===== config.mk =====
export PLATFORM = sky130hd
export DESIGN_NAME = edge_tally
export DESIGN_NICKNAME = d
export VERILOG_FILES = /design/src/rtl/edge_tally_pkg.sv /design/src/rtl/edge_tally_decode.sv /design/src/rtl/edge_tally_ctr.sv /design/src/rtl/edge_tally.sv
export SDC_FILE = /design/constraint.sdc
export NUM_CORES = 1
export LEC_CHECK = 0
export ABC_CLOCK_PERIOD_IN_PS = 2750
export BUFFER_PORTS_ARGS = -buffer_cell sky130_fd_sc_hd__buf_2
export CORE_UTILIZATION = 33
export DETAILED_ROUTE_END_ITERATION = 8
export PLACE_DENSITY = 0.52
export SYNTH_ARGS = -nofsm -noshare
export SYNTH_HDL_FRONTEND = slang
export SYNTH_SLANG_ARGS = --single-unit
export TNS_END_PERCENT = 50

===== constraint.sdc =====
create_clock -name clk -period 2.75 [get_ports clk]
set_clock_uncertainty 0.2 [all_clocks]
set_input_delay 0.55 -clock clk [delete_from_list [all_inputs] [get_ports clk]]
set_output_delay 0.55 -clock clk [all_outputs]
set_load 0.01 [all_outputs]

===== src/rtl/edge_tally_pkg.sv =====
package edge_tally_pkg;

  typedef enum logic [2:0] {
    MODE_OFF        = 3'd0,
    MODE_OVS_SINGLE = 3'd1,
    MODE_EXT_SINGLE = 3'd2,
    MODE_EXT_QUAD   = 3'd3,
    MODE_QUAD_X1    = 3'd4,
    MODE_QUAD_X2    = 3'd5,
    MODE_QUAD_X4    = 3'd6
  } tally_mode_e;

  // One decoded step; at most one of the two bits is set.
  typedef struct packed {
    logic up;
    logic dn;
  } step_t;

  // Admit a step through a two-bit filter (bit0 = up, bit1 = down).
  function automatic step_t filter_step(input logic [1:0] sel, input step_t s);
    step_t r;
    r.up = s.up & sel[0];
    r.dn = s.dn & sel[1];
    return r;
  endfunction

endpackage


===== src/rtl/edge_tally_decode.sv =====
module edge_tally_decode
  import edge_tally_pkg::*;
(
  input  logic        clk,
  input  logic        rst_n,
  input  logic        s0,
  input  logic        s1,
  input  logic [2:0]  mode,
  input  logic        edge_inv,
  input  logic        cnt_down,
  input  logic        s1_dir_en,
  output step_t       step
);

  tally_mode_e mode_e;
  assign mode_e = tally_mode_e'(mode);

  logic p0, p1;

  always_ff @(posedge clk or negedge rst_n) begin
    if (!rst_n) begin
      p0 <= 1'b0;
      p1 <= 1'b0;
    end else begin
      p0 <= s0;
      p1 <= s1;
    end
  end

  // Single-input path
  logic s0_rise, s0_fall, single_ev, single_dn;
  assign s0_rise   = s0 & ~p0;
  assign s0_fall   = ~s0 & p0;
  assign single_ev = edge_inv ? s0_fall : s0_rise;
  assign single_dn = cnt_down ^ (s1_dir_en & ~s1);

  // Quadrature path
  logic ch0, ch1, fwd, quad_up;
  logic q_x4, q_x2, q_x1;
  assign ch0     = s0 ^ p0;
  assign ch1     = s1 ^ p1;
  assign fwd     = ch0 ? (s0 ^ s1) : ~(s0 ^ s1);
  assign quad_up = fwd ^ edge_inv;
  assign q_x4    = ch0 ^ ch1;
  assign q_x2    = ch0 & ~ch1;
  assign q_x1    = ch0 & ~ch1 & ~s1;

  always_comb begin
    step = '0;
    unique case (mode_e)
      MODE_OVS_SINGLE, MODE_EXT_SINGLE: begin
        step.up = single_ev & ~single_dn;
        step.dn = single_ev & single_dn;
      end
      MODE_EXT_QUAD, MODE_QUAD_X1: begin
        step.up = q_x1 & quad_up;
        step.dn = q_x1 & ~quad_up;
      end
      MODE_QUAD_X2: begin
        step.up = q_x2 & quad_up;
        step.dn = q_x2 & ~quad_up;
      end
      MODE_QUAD_X4: begin
        step.up = q_x4 & quad_up;
        step.dn = q_x4 & ~quad_up;
      end
      default: step = '0;
    endcase
  end

endmodule


===== src/rtl/edge_tally_ctr.sv =====
module edge_tally_ctr
  import edge_tally_pkg::*;
#(
  parameter int W = 16
) (
  input  logic         clk,
  input  logic         rst_n,
  input  logic         go,
  input  logic         halt,
  input  logic [1:0]   sel,
  input  step_t        ev,
  input  logic [W-1:0] lim,
  input  logic         hy,
  output logic [W-1:0] value,
  output logic         wrap_up,
  output logic         wrap_dn
);

  function automatic logic [W-1:0] next_up(input logic [W-1:0] v,
                                           input logic [W-1:0] l,
                                           input logic h);
    if (v >= l) return h ? (l >> 1) : '0;
    return v + W'(1);
  endfunction

  function automatic logic [W-1:0] next_dn(input logic [W-1:0] v,
                                           input logic [W-1:0] l,
                                           input logic h);
    if (v == '0) return h ? (l >> 1) : l;
    return v - W'(1);
  endfunction

  logic  running;
  step_t admitted;
  logic  take_up, take_dn;

  assign admitted = filter_step(sel, ev);
  assign take_up  = running & admitted.up;
  assign take_dn  = running & admitted.dn;

  always_ff @(posedge clk or negedge rst_n) begin
    if (!rst_n)    running <= 1'b1;
    else if (halt) running <= 1'b0;
    else if (go)   running <= 1'b1;
  end

  always_ff @(posedge clk or negedge rst_n) begin
    if (!rst_n) begin
      value   <= '0;
      wrap_up <= 1'b0;
      wrap_dn <= 1'b0;
    end else begin
      wrap_up <= take_up & (value >= lim);
      wrap_dn <= take_dn & (value == '0);
      if (take_up)      value <= next_up(value, lim, hy);
      else if (take_dn) value <= next_dn(value, lim, hy);
    end
  end

endmodule


===== src/rtl/edge_tally.sv =====
module edge_tally
  import edge_tally_pkg::*;
#(
  parameter int CW = 16
) (
  input  logic          clk,
  input  logic          rst_n,
  input  logic          s0_in,
  input  logic          s1_in,
  input  logic [2:0]    mode,
  input  logic          edge_inv,
  input  logic          cnt_down,
  input  logic          s1_dir_en,
  input  logic          hyst_en,
  input  logic [1:0]    main_evsel,
  input  logic [1:0]    aux_evsel,
  input  logic [CW-1:0] top_val,
  input  logic          main_start,
  input  logic          main_stop,
  input  logic          aux_start,
  input  logic          aux_stop,
  output logic [CW-1:0] count,
  output logic [CW-1:0] aux_count,
  output logic          ovf,
  output logic          unf
);

  localparam int CNT_N = 2;

  step_t step;

  edge_tally_decode u_dec (
    .clk       (clk),
    .rst_n     (rst_n),
    .s0        (s0_in),
    .s1        (s1_in),
    .mode      (mode),
    .edge_inv  (edge_inv),
    .cnt_down  (cnt_down),
    .s1_dir_en (s1_dir_en),
    .step      (step)
  );

  logic [1:0]    sel_a   [CNT_N];
  logic          go_a    [CNT_N];
  logic          halt_a  [CNT_N];
  logic          hy_a    [CNT_N];
  logic [CW-1:0] val_a   [CNT_N];
  logic          wup_a   [CNT_N];
  logic          wdn_a   [CNT_N];

  assign sel_a[0]  = main_evsel;
  assign sel_a[1]  = aux_evsel;
  assign go_a[0]   = main_start;
  assign go_a[1]   = aux_start;
  assign halt_a[0] = main_stop;
  assign halt_a[1] = aux_stop;
  assign hy_a[0]   = hyst_en;
  assign hy_a[1]   = 1'b0;

  for (genvar i = 0; i < CNT_N; i++) begin : g_ctr
    edge_tally_ctr #(.W(CW)) u_ctr (
      .clk     (clk),
      .rst_n   (rst_n),
      .go      (go_a[i]),
      .halt    (halt_a[i]),
      .sel     (sel_a[i]),
      .ev      (step),
      .lim     (top_val),
      .hy      (hy_a[i]),
      .value   (val_a[i]),
      .wrap_up (wup_a[i]),
      .wrap_dn (wdn_a[i])
    );
  end

  logic aux_wrap_unused;
  assign aux_wrap_unused = wup_a[1] | wdn_a[1];

  assign count     = val_a[0];
  assign aux_count = val_a[1];
  assign ovf       = wup_a[0];
  assign unf       = wdn_a[0];

endmodule


Word-level counts from Yosys, hierarchy flattened
Cells that the tools add are included.
W data, S select, Z words.
Storage, ports and cells
  word-level logic and storage cells: 95
  latch bits: 0
  memories: 0
  bits in registers: 38
  input bits: 35
  memory bits (writable): 0
  bits in read-only memories: 0
Operators by class
  shifts and indexed selects: 0
  add/sub/neg operators: 4
  equality and inequality tests: 6
  bitwise operators: 36
  $mul: 0
  divide/modulo/power cells: 0
  reductions and logical operators: 8
  mux-type cells: 31
  $lt $le $gt $ge: 2
Operators with widths (number)
  $mux W16: 13
  $add A16 B1 Y16 const B: 2
  $ge A16 B16 Y1: 2
  $logic_not A16 Y1: 2
  $sub A16 B1 Y16 const B: 2
  $and A1 B1 Y1: 23
  $mux W1: 16
  $mux W15: 1
  $eq A3 B3 Y1 const B: 3
  $pmux W2 S4: 1
  $reduce_bool A2 Y1: 4
  $not A1 Y1: 7
  $eq A3 B2 Y1 const B: 2
  $xor A1 B1 Y1: 6
  $reduce_or A2 Y1: 2
  $eq A3 B1 Y1 const B: 1

Logic depth before layout (Yosys ltp)
Gate-level depths: netlist of run 1.
  depth in word-level cells: 14
  gate-level depth with buffers: 13

Hierarchy
From an unflattened synthesis of run 1, not the netlist that was laid out.
Unflattened totals
  cells, all modules: 614
  area, all modules: 4883.4 sq um
By module, submodules not included
  edge_tally_ctr: area each 2313.5 sq um, sequential area each 476.7 sq um, instances 2, cells each 293
  edge_tally_decode: area each 252.7 sq um, sequential area each 50.0 sq um, instances 1, cells each 27
  edge_tally: area each 3.8 sq um, sequential area each 0.0 sq um, instances 1, cells each 1

Worst setup path before layout of run 1
OpenSTA, ideal clock, no wires.
  path type: input port to flip-flop
  start: in s0_in
  end: reg g_ctr[1].u_ctr.value[0]
  path buffers: 0
  setup time: 0.074 ns
  data required time: 2.476 ns
  stages: 11
  arrival time: 2.669 ns
  path slack: -0.194 ns
  path through: inv_1 ha_1 inv_1 ha_1 and4bb_1 a211o_1 o211a_1 or2_4 o21a_1 a221o_1 o21ai_2
On the way
  word-level cells in the longest chain between the ends: 10
RTL lines
  from (decl): line edge_tally.sv:8  | input logic s0_in,
  $xor A1 B1 Y1: line edge_tally_decode.sv:42  | assign fwd = ch0 ? (s0 ^ s1) : ~(s0 ^ s1);
  $not A1 Y1: line edge_tally_decode.sv:42
  $mux W1: line edge_tally_decode.sv:42
  $xor A1 B1 Y1: line edge_tally_decode.sv:43  | assign quad_up = fwd ^ edge_inv;
  $not A1 Y1: line edge_tally_decode.sv:57, edge_tally_decode.sv:61, edge_tally_decode.sv:65
  $and A1 B1 Y1 (on tied branches): line edge_tally_decode.sv:65, edge_tally_decode.sv:57, edge_tally_decode.sv:61
  $pmux W2 S4 (*): line edge_tally_decode.sv:50  | unique case (mode_e)
  $and A1 B1 Y1: line edge_tally_pkg.sv:23  | r.dn = s.dn & sel[1];
  $and A1 B1 Y1: line edge_tally_ctr.sv:39  | assign take_dn = running & admitted.dn;
  $reduce_bool A2 Y1 (no source line)
  to (signal assigned): line edge_tally_ctr.sv:55  | if (take_up) value <= next_up(value, lim, hy);
  to (signal assigned): line edge_tally_ctr.sv:56  | else if (take_dn) value <= next_dn(value, lim, hy);
  to (decl): line edge_tally_ctr.sv:14  | output logic [W-1:0] value,
Every way passes the cells marked *; elsewhere a longest branch is shown, timed or not.
A chain may end at the register's enable or synchronous reset.

Worst setup path in the final report of run 1
  start: reg u_dec.p0
  end: reg g_ctr[1].u_ctr.value[0]
On the way
  word-level cells in the longest chain between the ends: 9
RTL lines
  from (decl): line edge_tally_decode.sv:18  | logic p0, p1;
  from (signal assigned): line edge_tally_decode.sv:22  | p0 <= 1'b0;
  from (signal assigned): line edge_tally_decode.sv:25  | p0 <= s0;
  $xor A1 B1 Y1: line edge_tally_decode.sv:40  | assign ch0 = s0 ^ p0;
  $mux W1: line edge_tally_decode.sv:42
  $xor A1 B1 Y1: line edge_tally_decode.sv:43
  $not A1 Y1: line edge_tally_decode.sv:57, edge_tally_decode.sv:61, edge_tally_decode.sv:65
  $and A1 B1 Y1 (on tied branches): line edge_tally_decode.sv:65, edge_tally_decode.sv:57, edge_tally_decode.sv:61
  $pmux W2 S4 (*): line edge_tally_decode.sv:50
  $and A1 B1 Y1: line edge_tally_pkg.sv:23
  $and A1 B1 Y1: line edge_tally_ctr.sv:39
  $reduce_bool A2 Y1 (no source line)
Marked as above.

==> impl_metrics.csv, run 1 <==
group,metric,value,unit
synthesis,async_flop_share,100.0,%
clocking,tritoncts,"yes",
place,post_dp_cell_area,5639,um^2
clocking,cts_max_path_buffers,2,
die,start_util,34.08,%
synthesis,yosys-top-cells-area,"dfrtp_1 21%, ha_1 12%, nand2_1 6.1%",
power,ir_worst_vdd,0.0003754,V
sta,whs,0.1412,ns
synthesis,synth_cells,582,
finish,drive_above_1_share,28.53,%
clocking,cts_root_buffer,"clkbuf_16",
sta,post-route-period-util,100.1,%
routing,dr.pass1.iters,5,
clocking,clk-insertion-delay-late,0.30,ns
die,ios,69,
sta,final-hold-violation-count,0,
sta,maxSlewHeadroom,46.17,%
synthesis,synthTopCellsByCount,"70 x nand2_1, 56 x nor2_1, 49 x a21oi_1",
finish,design_area,5849,um^2
place,routabilityCongestion,0.9295,
place,hpwlAfterDp,11860,um
flow_run,drv_cap,0,
power,p_leak,2.822,nW
global_route,grt_usage,23.43,%
sta,fmax,363.3,MHz
place,io_buffers,68,
synthesis,syn-num-nets,658,
synthesis,synth_area,4335,um^2
finish,antenna-diode-count,0,
synthesis,yosys_warnings,0,
power,power,5.022,mW
synthesis,ys_ff_latch,38,
sta,rsz0062_at_grt,"true",
sta,worst_slack,-0.002323,ns
synthesis,syn_avg_cell_area,7.449,um^2
synthesis,yosys.area.top_type,"dfrtp_1",
routing,drc,0,
worst_setup_path,worstPathRequired,2.78,ns
worst_setup_path,path_max_fanout,4,
sta,setup_viol,1,
global_route,antenna_found_initial,0,
power,powerDensity,858.5,nW/um^2
clocking,clk_pin_slew,0.07,ns
global_route,grt_start_max_net_pins,39,
synthesis,synthDistinctLibCells,69,
synthesis,synth_edf_count,0,
synthesis,synth_top_area_share,20.78,%
sta,slew_violations,0,
finish,fin_cells,901,
place,dp.cells,892,
worst_setup_path,crit_arrival,2.78,ns
global_route,grt_pass1_vias,4712,
routing,dr_total_vias,4908,
routing,drt_iter0_markers,337,
global_route,grt_overflow_total,0,
clocking,cts_sinks,38,
global_route,grt_pass1_wl,24220,um
synthesis,yosysSeqAreaShare,21.99,%
die,rows,41,
finish,synthToLayoutAreaGrowth,34.92,%
clocking,ctsHoldBuffers,0,
sta,layout_min_cycle_time,2.752,ns
clocking,cts_htree_levels,2,
finish,final_nets,805,
die,die_w,116.6,um
worst_setup_path,critPathKind,"flip-flop to flip-flop",
routing,wl_per_cell,16.95,um
synthesis,ys.flop_type,"dfrtp_1",
synthesis,synth.most_common_cell,"nand2_1",
sta,tightestPinTransition,0.8074,ns
routing,viasPerCell,5.447,
worst_setup_path,cp-end-kind,"flip-flop",
worst_setup_path,startpoint_type,"flip-flop",
finish,post-route-util,45.98,%
routing,wirelength,15270,um
routing,antenna_left,0,
die,core,12720,um^2
min_path,hp-class,"input pin to asynchronous set/reset pin",
place,dp_slack,-0.3139,ns
status,violations,"negative setup slack",
die,die_area,13600,um^2
clocking,cts_inserted_buffers,5,
status,outcome,"finished with violations",
sta,tns,-0.002323,ns
die,die_y,116.6,um
[cell families (layout without fill, tap and decap cells)]
group | count (synthesis) | in the layout | synth area share [%]
mux | 13 | 13 | 3.059
xor+xnor | 33 | 33 | 6.667
simple gates | 226 | 226 | 26.06
buf+inv | 63 | 210 | 6.060
flops | 38 | 38 | 21.99
compound gates | 168 | 168 | 24.33
fa+ha+maj | 41 | 41 | 11.83
[area by class of cell]
type,instances,area [um^2]
tap,172,215.2
timing repair buffer,176,1229
fill,1365,6873
inverter,27,108.9
clock buffer,6,138.9
multi-input combinational,481,3174
sequential,38,953.4
clock inverter,1,30.03
[state kept, by name, summed over array words and instances, names as in the netlist]
signal               flops
g_ctr.u_ctr.running      2
g_ctr.u_ctr.value       32
g_ctr.u_ctr.wrap_dn      1
g_ctr.u_ctr.wrap_up      1
u_dec.p0                 1
u_dec.p1                 1
[metal layers]
metal	vias to the layer above	wire length, um	global-route usage (%)
li1	2415	-	-
met1	2310	7072	31.29
met2	157	7040	38.82
met3	26	866	3.425
met4	0	289	7.426
met5	-	0	0
[power by group]
group | switching (mW) | internal (mW)
combinational | 1.82 | 1.53
clock | 0.256 | 0.449
sequential | 0.206 | 0.761
[path summary, 6_finish.rpt]
check | start | end | slack [ns] | cells after the start
setup / recovery | u_dec.p0 | g_ctr[1].u_ctr.value[0] | -0.002 | 10
hold / removal | rst_n | g_ctr[1].u_ctr.value[5] | 0.14 | 2
setup reg to reg | u_dec.p0 | g_ctr[1].u_ctr.value[0] | -0.002 | 10
hold reg to reg | g_ctr[0].u_ctr.running | g_ctr[0].u_ctr.running | 0.33 | 2
max in group asynchronous | rst_n | g_ctr[0].u_ctr.wrap_up | 1.80 | 2
min in group clk | main_stop | g_ctr[0].u_ctr.running | 0.17 | 2
[cell usage in the layout (no fill, tap or decap), types with 3 or more instances in the layout]
cell type	n
a21oi_1	49
clkbuf_16	5
a32oi_1	6
and3_1	6
o21ai_1	18
nand4_1	7
a211oi_1	3
inv_1	25
xnor2_1	17
or3_1	5
buf_4	103
o31ai_1	3
nor4_1	10
o211ai_1	8
nor2_1	56
o21ai_0	29
nand3_1	19
a31oi_1	7
buf_2	67
dfrtp_1	36
o211a_1	3
nor3b_1	6
buf_12	6
ha_1	39
nand2_1	70
a21boi_0	4
mux2i_1	11
nand2b_1	4
nor2b_1	5
a21o_1	4
o22ai_1	10
xor2_1	15
nor3_1	12
and4_1	5
[critical path, cell delays in order (launching register included)]
cell     delay [ns]
dfrtp_1        0.41
ha_4           0.28
inv_2          0.04
ha_4           0.15
and4b_1        0.17
a211o_1        0.31
o211a_1        0.26
or2_4          0.26
o21a_4         0.23
a221o_1        0.33
o21ai_2        0.05
[what timing repair did]
action                     CTS  global route
setup endpoints to repair    1            24
buffers inserted             0             2
gates resized for setup      0            15
pin swaps                    1             2
(Power assumes the default switching activity.)
==> inputs of run 2 (changes only) <==
--- a/config.mk
+++ b/config.mk
@@ -10,6 +10,8 @@
 export CORE_UTILIZATION = 33
 export DETAILED_ROUTE_END_ITERATION = 8
 export PLACE_DENSITY = 0.52
+export SETUP_SLACK_MARGIN = 0.1
+export SKIP_LAST_GASP = 1
 export SYNTH_ARGS = -nofsm -noshare
 export SYNTH_HDL_FRONTEND = slang
 export SYNTH_SLANG_ARGS = --single-unit
==> run 2 against run 1 <==
  * The run still ends with negative setup slack left
  * Worst hold slack worse by 0.10 ns
  * Total power is 2.1% lower
  * Non-clock buffer count is 1 higher
  * Worst setup slack worse by 0.010 ns
  * Clock power is 16% lower
  * First-iteration DRC count is 12% higher
  * Register-to-register slack hardly changed
  * Utilization is 0.088 points higher
  * Critical path type is now input pin to flip-flop
  * Largest cell class unchanged
==> impl_metrics.csv, run 2 (same netlist as run 1, synthesis figures left out) <==
group,metric,value,unit
finish,antenna-diode-count,0,
die,die_w,116.6,um
finish,drive_above_1_share,28.77,%
power,powerDensity,839.0,nW/um^2
power,power_frac_seq,20.3,%
finish,multi_input_area,3209,um^2
clocking,cts_htree_levels,2,
clocking,cts_root_buffer,"clkbuf_16",
worst_setup_path,cp-end-kind,"flip-flop",
routing,dr_wl_met3,713,um
global_route,grt_pass1_wl,24690,um
power,p_clk_share,12.0,%
routing,viasPerCell,5.387,
routing,wirelength,15380,um
die,ios,69,
finish,fillers,1322,
die,die_y,116.6,um
finish,fin_cells,902,
die,rows,41,
clocking,ctsHoldBuffers,0,
worst_setup_path,critPathKind,"input pin to flip-flop",
sta,fmax,362.0,MHz
status,violations,"negative setup slack",
finish,final_nets,806,
finish,layout_common_cells,"101 x buf_4, 70 x nand2_1, 68 x buf_2",
worst_setup_path,worstPathRequired,2.77,ns
finish,final_common_cell,"buf_4",
finish,largest_register_ffs,32,
place,dp.cells,893,
global_route,grt_usage,23.81,%
routing,drc,0,
global_route,grt_overflow_total,0,
sta,slew_violations,0,
finish,reg.largest.list,"g_ctr.u_ctr.value: 32 flops, g_ctr.u_ctr.running: 2 flops",
worst_setup_path,path_max_fanout,4,
worst_setup_path,startpoint_type,"input pin",
sta,whs,0.03828,ns
die,die_area,13600,um^2
finish,seqCellArea,953.4,um^2
min_path,hp-class,"input pin to asynchronous set/reset pin",
sta,post-route-period-util,100.5,%
power,p_leak,2.823,nW
sta,setup_viol,1,
worst_setup_path,r2r-start,"u_dec.p0",
routing,dr_total_vias,4859,
worst_setup_path,worst-r2r-setup-slack,0,ns
clocking,cts_max_path_buffers,2,
sta,layout_min_cycle_time,2.763,ns
routing,antenna_left,0,
routing,wl_per_cell,17.05,um
power,combPwrFrac,67.6,%
sta,maxSlewHeadroom,48.13,%
routing,dr.pass1.iters,5,
die,start_util,34.08,%
clocking,cts_sinks,38,
power,sw_frac_of_total,46.79,%
finish,post-route-util,46.07,%
place,routabilityCongestion,0.8892,
power,power,4.917,mW
finish,top_register,"g_ctr.u_ctr.value",
power,p_int,2.616,mW
sta,rsz0062_at_grt,"true",
sta,final-hold-violation-count,0,
routing,wl_met2,7338,um
clocking,cts_inserted_buffers,5,
power,p_switching,2.301,mW
flow_run,drv_cap,0,
global_route,grt_start_max_net_pins,29,
place,hpwlAfterDp,12010,um
routing,dr.max_layer_used,"met4",
die,core,12720,um^2
worst_setup_path,crit_arrival,2.78,ns
routing,wl_met1,7099,um
sta,worst_slack,-0.01275,ns
global_route,grt_pass1_vias,4784,
clocking,clk-insertion-delay-late,0.30,ns
clocking,clk_pin_slew,0.07,ns
power,ir_worst_vdd,0.0005844,V
global_route,antenna_found_initial,0,
place,io_buffers,68,
status,outcome,"finished with violations",
routing,drt_iter0_markers,376,
worst_setup_path,r2r-end,"g_ctr[1].u_ctr.value[0]",
worst_setup_path,reg2regPathDepth,10,
finish,synthToLayoutAreaGrowth,35.18,%
clocking,tritoncts,"yes",
sta,tns,-0.01275,ns
sta,tightestPinTransition,0.7781,ns
-- run 2: cell types whose count changed in the layout (fill, tap and decap cells not counted), sizes merged --
cell and delta:
buf +1, bufinv -1, clkbuf +1
-- run 2: area by class of cell --
class | count | area share (%)
Sequential cell | 38 | 16.27
Inverter | 27 | 1.857
Multi-Input combinational cell | 481 | 54.76
Timing Repair Buffer | 177 | 21.18
Tap cell | 172 | 3.672
Clock buffer | 7 | 2.263
-- run 2: metrics by stage --
step / setup slack (ns) / area [um^2]
after detailed placement: -0.3188 / 5664
after global routing: -0.1047 / 5861
after floorplan: -0.02322 / 4407
after CTS: -0.002109 / 5829
after global placement: -0.2816 / 5664
final: -0.01275 / 5861
-- run 2: how the worst max path moves through the flow --
| stage | start | endpoint | cells past startpoint |
|---|---|---|---|
| after global routing | u_dec.p0 | g_ctr[1].u_ctr.value[0] | 10 |
| after CTS | u_dec.p0 | g_ctr[1].u_ctr.value[0] | 10 |
| after floorplan | s0_in | g_ctr[1].u_ctr.value[0] | 11 |
| after global placement | top_val[0] | g_ctr[0].u_ctr.value[14] | 11 |
| final | s0_in | g_ctr[1].u_ctr.value[0] | 12 |
| after detailed placement | s0_in | g_ctr[1].u_ctr.value[0] | 12 |
-- run 2: critical path: stages --
cell,delay [ns]
buf_2,0.14
inv_8,0.03
ha_4,0.26
inv_2,0.04
ha_4,0.15
and4b_1,0.16
a211o_1,0.32
o211a_1,0.27
or2_4,0.26
o21a_1,0.22
a221o_1,0.32
o21ai_2,0.06
-- run 2: power by group through the flow --
stage / logic, mW / clock network, mW / registers, mW
after floorplan: 1.81 / 0 / 1.10
after global placement: 3.23 / 0 / 1.00
after detailed placement: 3.26 / 0 / 1.00
after CTS: 3.32 / 0.602 / 0.993
after global routing: 3.71 / 0.623 / 1.02
final: 3.33 / 0.591 / 1.00
-- run 2: timing repair --
| item | in CTS | in global routing |
|---|---|---|
| resized for setup | 7 | 6 |
| endpoints found under the setup margin | 21 | 32 |
| buffers inserted | 0 | 2 |
| pin swaps | 4 | 4 |
-- run 2: routing by layer --
metal	global-route usage [%]	up-vias
met3	3.010	22
met4	6.582	0
met2	41.18	132
li1	-	2405
met5	0	-
met1	31.07	2300
==> inputs of run 3 (changes only) <==
--- a/config.mk
+++ b/config.mk
@@ -7,6 +7,7 @@
 export LEC_CHECK = 0
 export ABC_CLOCK_PERIOD_IN_PS = 2750
 export BUFFER_PORTS_ARGS = -buffer_cell sky130_fd_sc_hd__buf_2
+export CORE_MARGIN = 2
 export CORE_UTILIZATION = 33
 export DETAILED_ROUTE_END_ITERATION = 8
 export PLACE_DENSITY = 0.52
==> run 3 against run 2 <==
  * The flow now finishes without violations
  * Sequential share of layout area is 0.32 points lower
  * Utilization is 0.91 points higher
  * Sequential cell count stayed put
  * Clock-buffer cell count stayed put
  * Via count is 1.9% higher
  * Register-to-register slack hardly changed
  * Largest cell class unchanged
  * Highest routed layer unchanged
==> impl_metrics.csv, run 3 (same netlist as run 1, synthesis figures left out) <==
group,metric,value,unit
routing,dr.pass1.iters,5,
place,dp_slack,-0.3196,ns
die,start_util,34.08,%
clocking,tritoncts,"yes",
finish,multi_input_area,3232,um^2
finish,fin_cells,910,
routing,wl_per_cell,17.37,um
worst_setup_path,startpoint_type,"flip-flop",
place,io_buffers,68,
place,dp.cells,893,
finish,synthToLayoutAreaGrowth,37.86,%
global_route,grt_pass1_vias,4862,
worst_setup_path,worst-r2r-setup-slack,0.0007,ns
global_route,grt_pass1_wl,25280,um
power,ir_worst_vdd,0.0004663,V
status,outcome,"completed",
flow_run,drv_cap,0,
die,die_area,14070,um^2
finish,top_register,"g_ctr.u_ctr.value",
worst_setup_path,crit_start,"u_dec.p0",
worst_setup_path,r2r-start,"u_dec.p0",
sta,maxSlewHeadroom,49.24,%
finish,design_area,5977,um^2
clocking,ctsHoldBuffers,0,
clocking,clk_pin_slew,0.07,ns
worst_setup_path,r2r-end,"g_ctr[1].u_ctr.value[0]",
routing,drt_iter0_markers,310,
die,core,12720,um^2
die,die_w,118.6,um
clocking,cts_max_path_buffers,2,
worst_setup_path,path_max_fanout,4,
sta,setup_viol,0,
worst_setup_path,endpoint,"g_ctr[1].u_ctr.value[0]",
power,p_leak,2.875,nW
sta,slew_violations,0,
clocking,cts_sinks,38,
routing,drc,0,
finish,fillers,1341,
worst_setup_path,critPathKind,"flip-flop to flip-flop",
finish,drive_above_1_share,30.22,%
sta,worst_slack,0.0006604,ns
finish,final_nets,814,
die,die_y,118.6,um
sta,layout_min_cycle_time,2.749,ns
finish,antenna-diode-count,0,
power,powerDensity,837.2,nW/um^2
worst_setup_path,worstPathRequired,2.78,ns
global_route,grt_start_max_net_pins,29,
routing,viasPerCell,5.443,
sta,final-hold-violation-count,0,
clocking,cts_inserted_buffers,5,
global_route,grt_usage,22.45,%
place,hpwlAfterDp,12120,um
global_route,grt_overflow_total,0,
sta,rsz0062_at_grt,"true",
clocking,clk-insertion-delay-late,0.31,ns
die,ios,69,
finish,reg.largest.list,"g_ctr.u_ctr.value: 32 flops, g_ctr.u_ctr.running: 2 flops",
finish,layout_common_cells,"108 x buf_4, 69 x nand2_1, 68 x buf_2",
min_path,hp-class,"input pin to asynchronous set/reset pin",
place,routabilityCongestion,0.9174,
worst_setup_path,cp-end-kind,"flip-flop",
finish,final_common_cell,"buf_4",
routing,dr_total_vias,4953,
sta,post-route-period-util,99.98,%
sta,tightestPinTransition,0.7613,ns
global_route,antenna_found_initial,0,
clocking,cts_root_buffer,"clkbuf_16",
routing,wirelength,15800,um
worst_setup_path,reg2regPathDepth,10,
sta,tns,0,ns
clocking,cts_htree_levels,2,
die,rows,41,
sta,fmax,363.7,MHz
finish,largest_register_ffs,32,
place,post_dp_cell_area,5657,um^2
worst_setup_path,crit_arrival,2.78,ns
routing,antenna_left,0,
finish,seqCellArea,953.4,um^2
## run 3: cell types whose count changed in the layout (fill, tap and decap cells not counted), sizes merged
cell | before | now
buf | 177 | 183
clkbuf | 7 | 9
## run 3: layer usage
layer  wire length (um)  GRT usage, %  part of all wire, %
met5                  0             0                    0
met4                335         6.994                  2.1
met3                687         2.799                  4.3
met2               7638         37.90                   48
met1               7143         29.72                   45
## run 3: final cells by class
| type | instances | share of cell area, % |
|---|---|---|
| Clock buffer | 7 | 2.219 |
| Timing Repair Buffer | 185 | 22.29 |
| Inverter | 27 | 1.863 |
| Sequential cell | 38 | 15.95 |
| Tap cell | 172 | 3.601 |
| Multi-Input combinational cell | 481 | 54.07 |
## run 3: critical path, cell delays in order, from the launching register on
cell and delay (ns):
dfrtp_1 0.41, ha_4 0.29, inv_4 0.03, ha_4 0.15
and4b_1 0.16, a211o_1 0.32, o211a_1 0.28, or2_4 0.26
o21a_4 0.21, a221o_1 0.31, o21ai_2 0.06
## run 3: through the flow
stage / hold slack [ns] / utilization, % / total power [mW]
2_1_floorplan: 0.05441 / - / 2.914
3_3_place_gp: 0.3030 / 44.46 / 4.202
3_5_place_dp: 0.3080 / 44.46 / 4.268
4_1_cts: 0.09071 / 45.56 / 4.898
5_1_grt: 0.1305 / 46.98 / 5.412
6_report: 0.07254 / 46.98 / 5.004
## run 3: how the worst min path moves through the flow
| stage | to | start | slack (ns) | cells after the start |
|---|---|---|---|---|
| floorplan | g_ctr[0].u_ctr.value[0] | rst_n | 0.05 | 0 |
| CTS | g_ctr[0].u_ctr.wrap_up | rst_n | 0.09 | 1 |
| global route | g_ctr[0].u_ctr.wrap_up | rst_n | 0.13 | 1 |
| global placement | g_ctr[0].u_ctr.running | g_ctr[0].u_ctr.running | 0.30 | 2 |
| detailed placement | g_ctr[0].u_ctr.running | g_ctr[0].u_ctr.running | 0.31 | 2 |
| finish | g_ctr[0].u_ctr.value[10] | rst_n | 0.07 | 1 |
## run 3: timing repair
| action | CTS | global route |
|---|---|---|
| buffers inserted | 0 | 8 |
| gates resized for setup | 1 | 18 |
| endpoints found under the setup margin | 14 | 33 |
| pin swaps | 2 | 7 |
| gates cloned | 0 | 2 |
## run 3: report_power, final
group	switching, mW	internal (mW)
Combinational	1.85	1.56
Sequential	0.239	0.760
Clock	0.265	0.333
Total	2.35	2.65
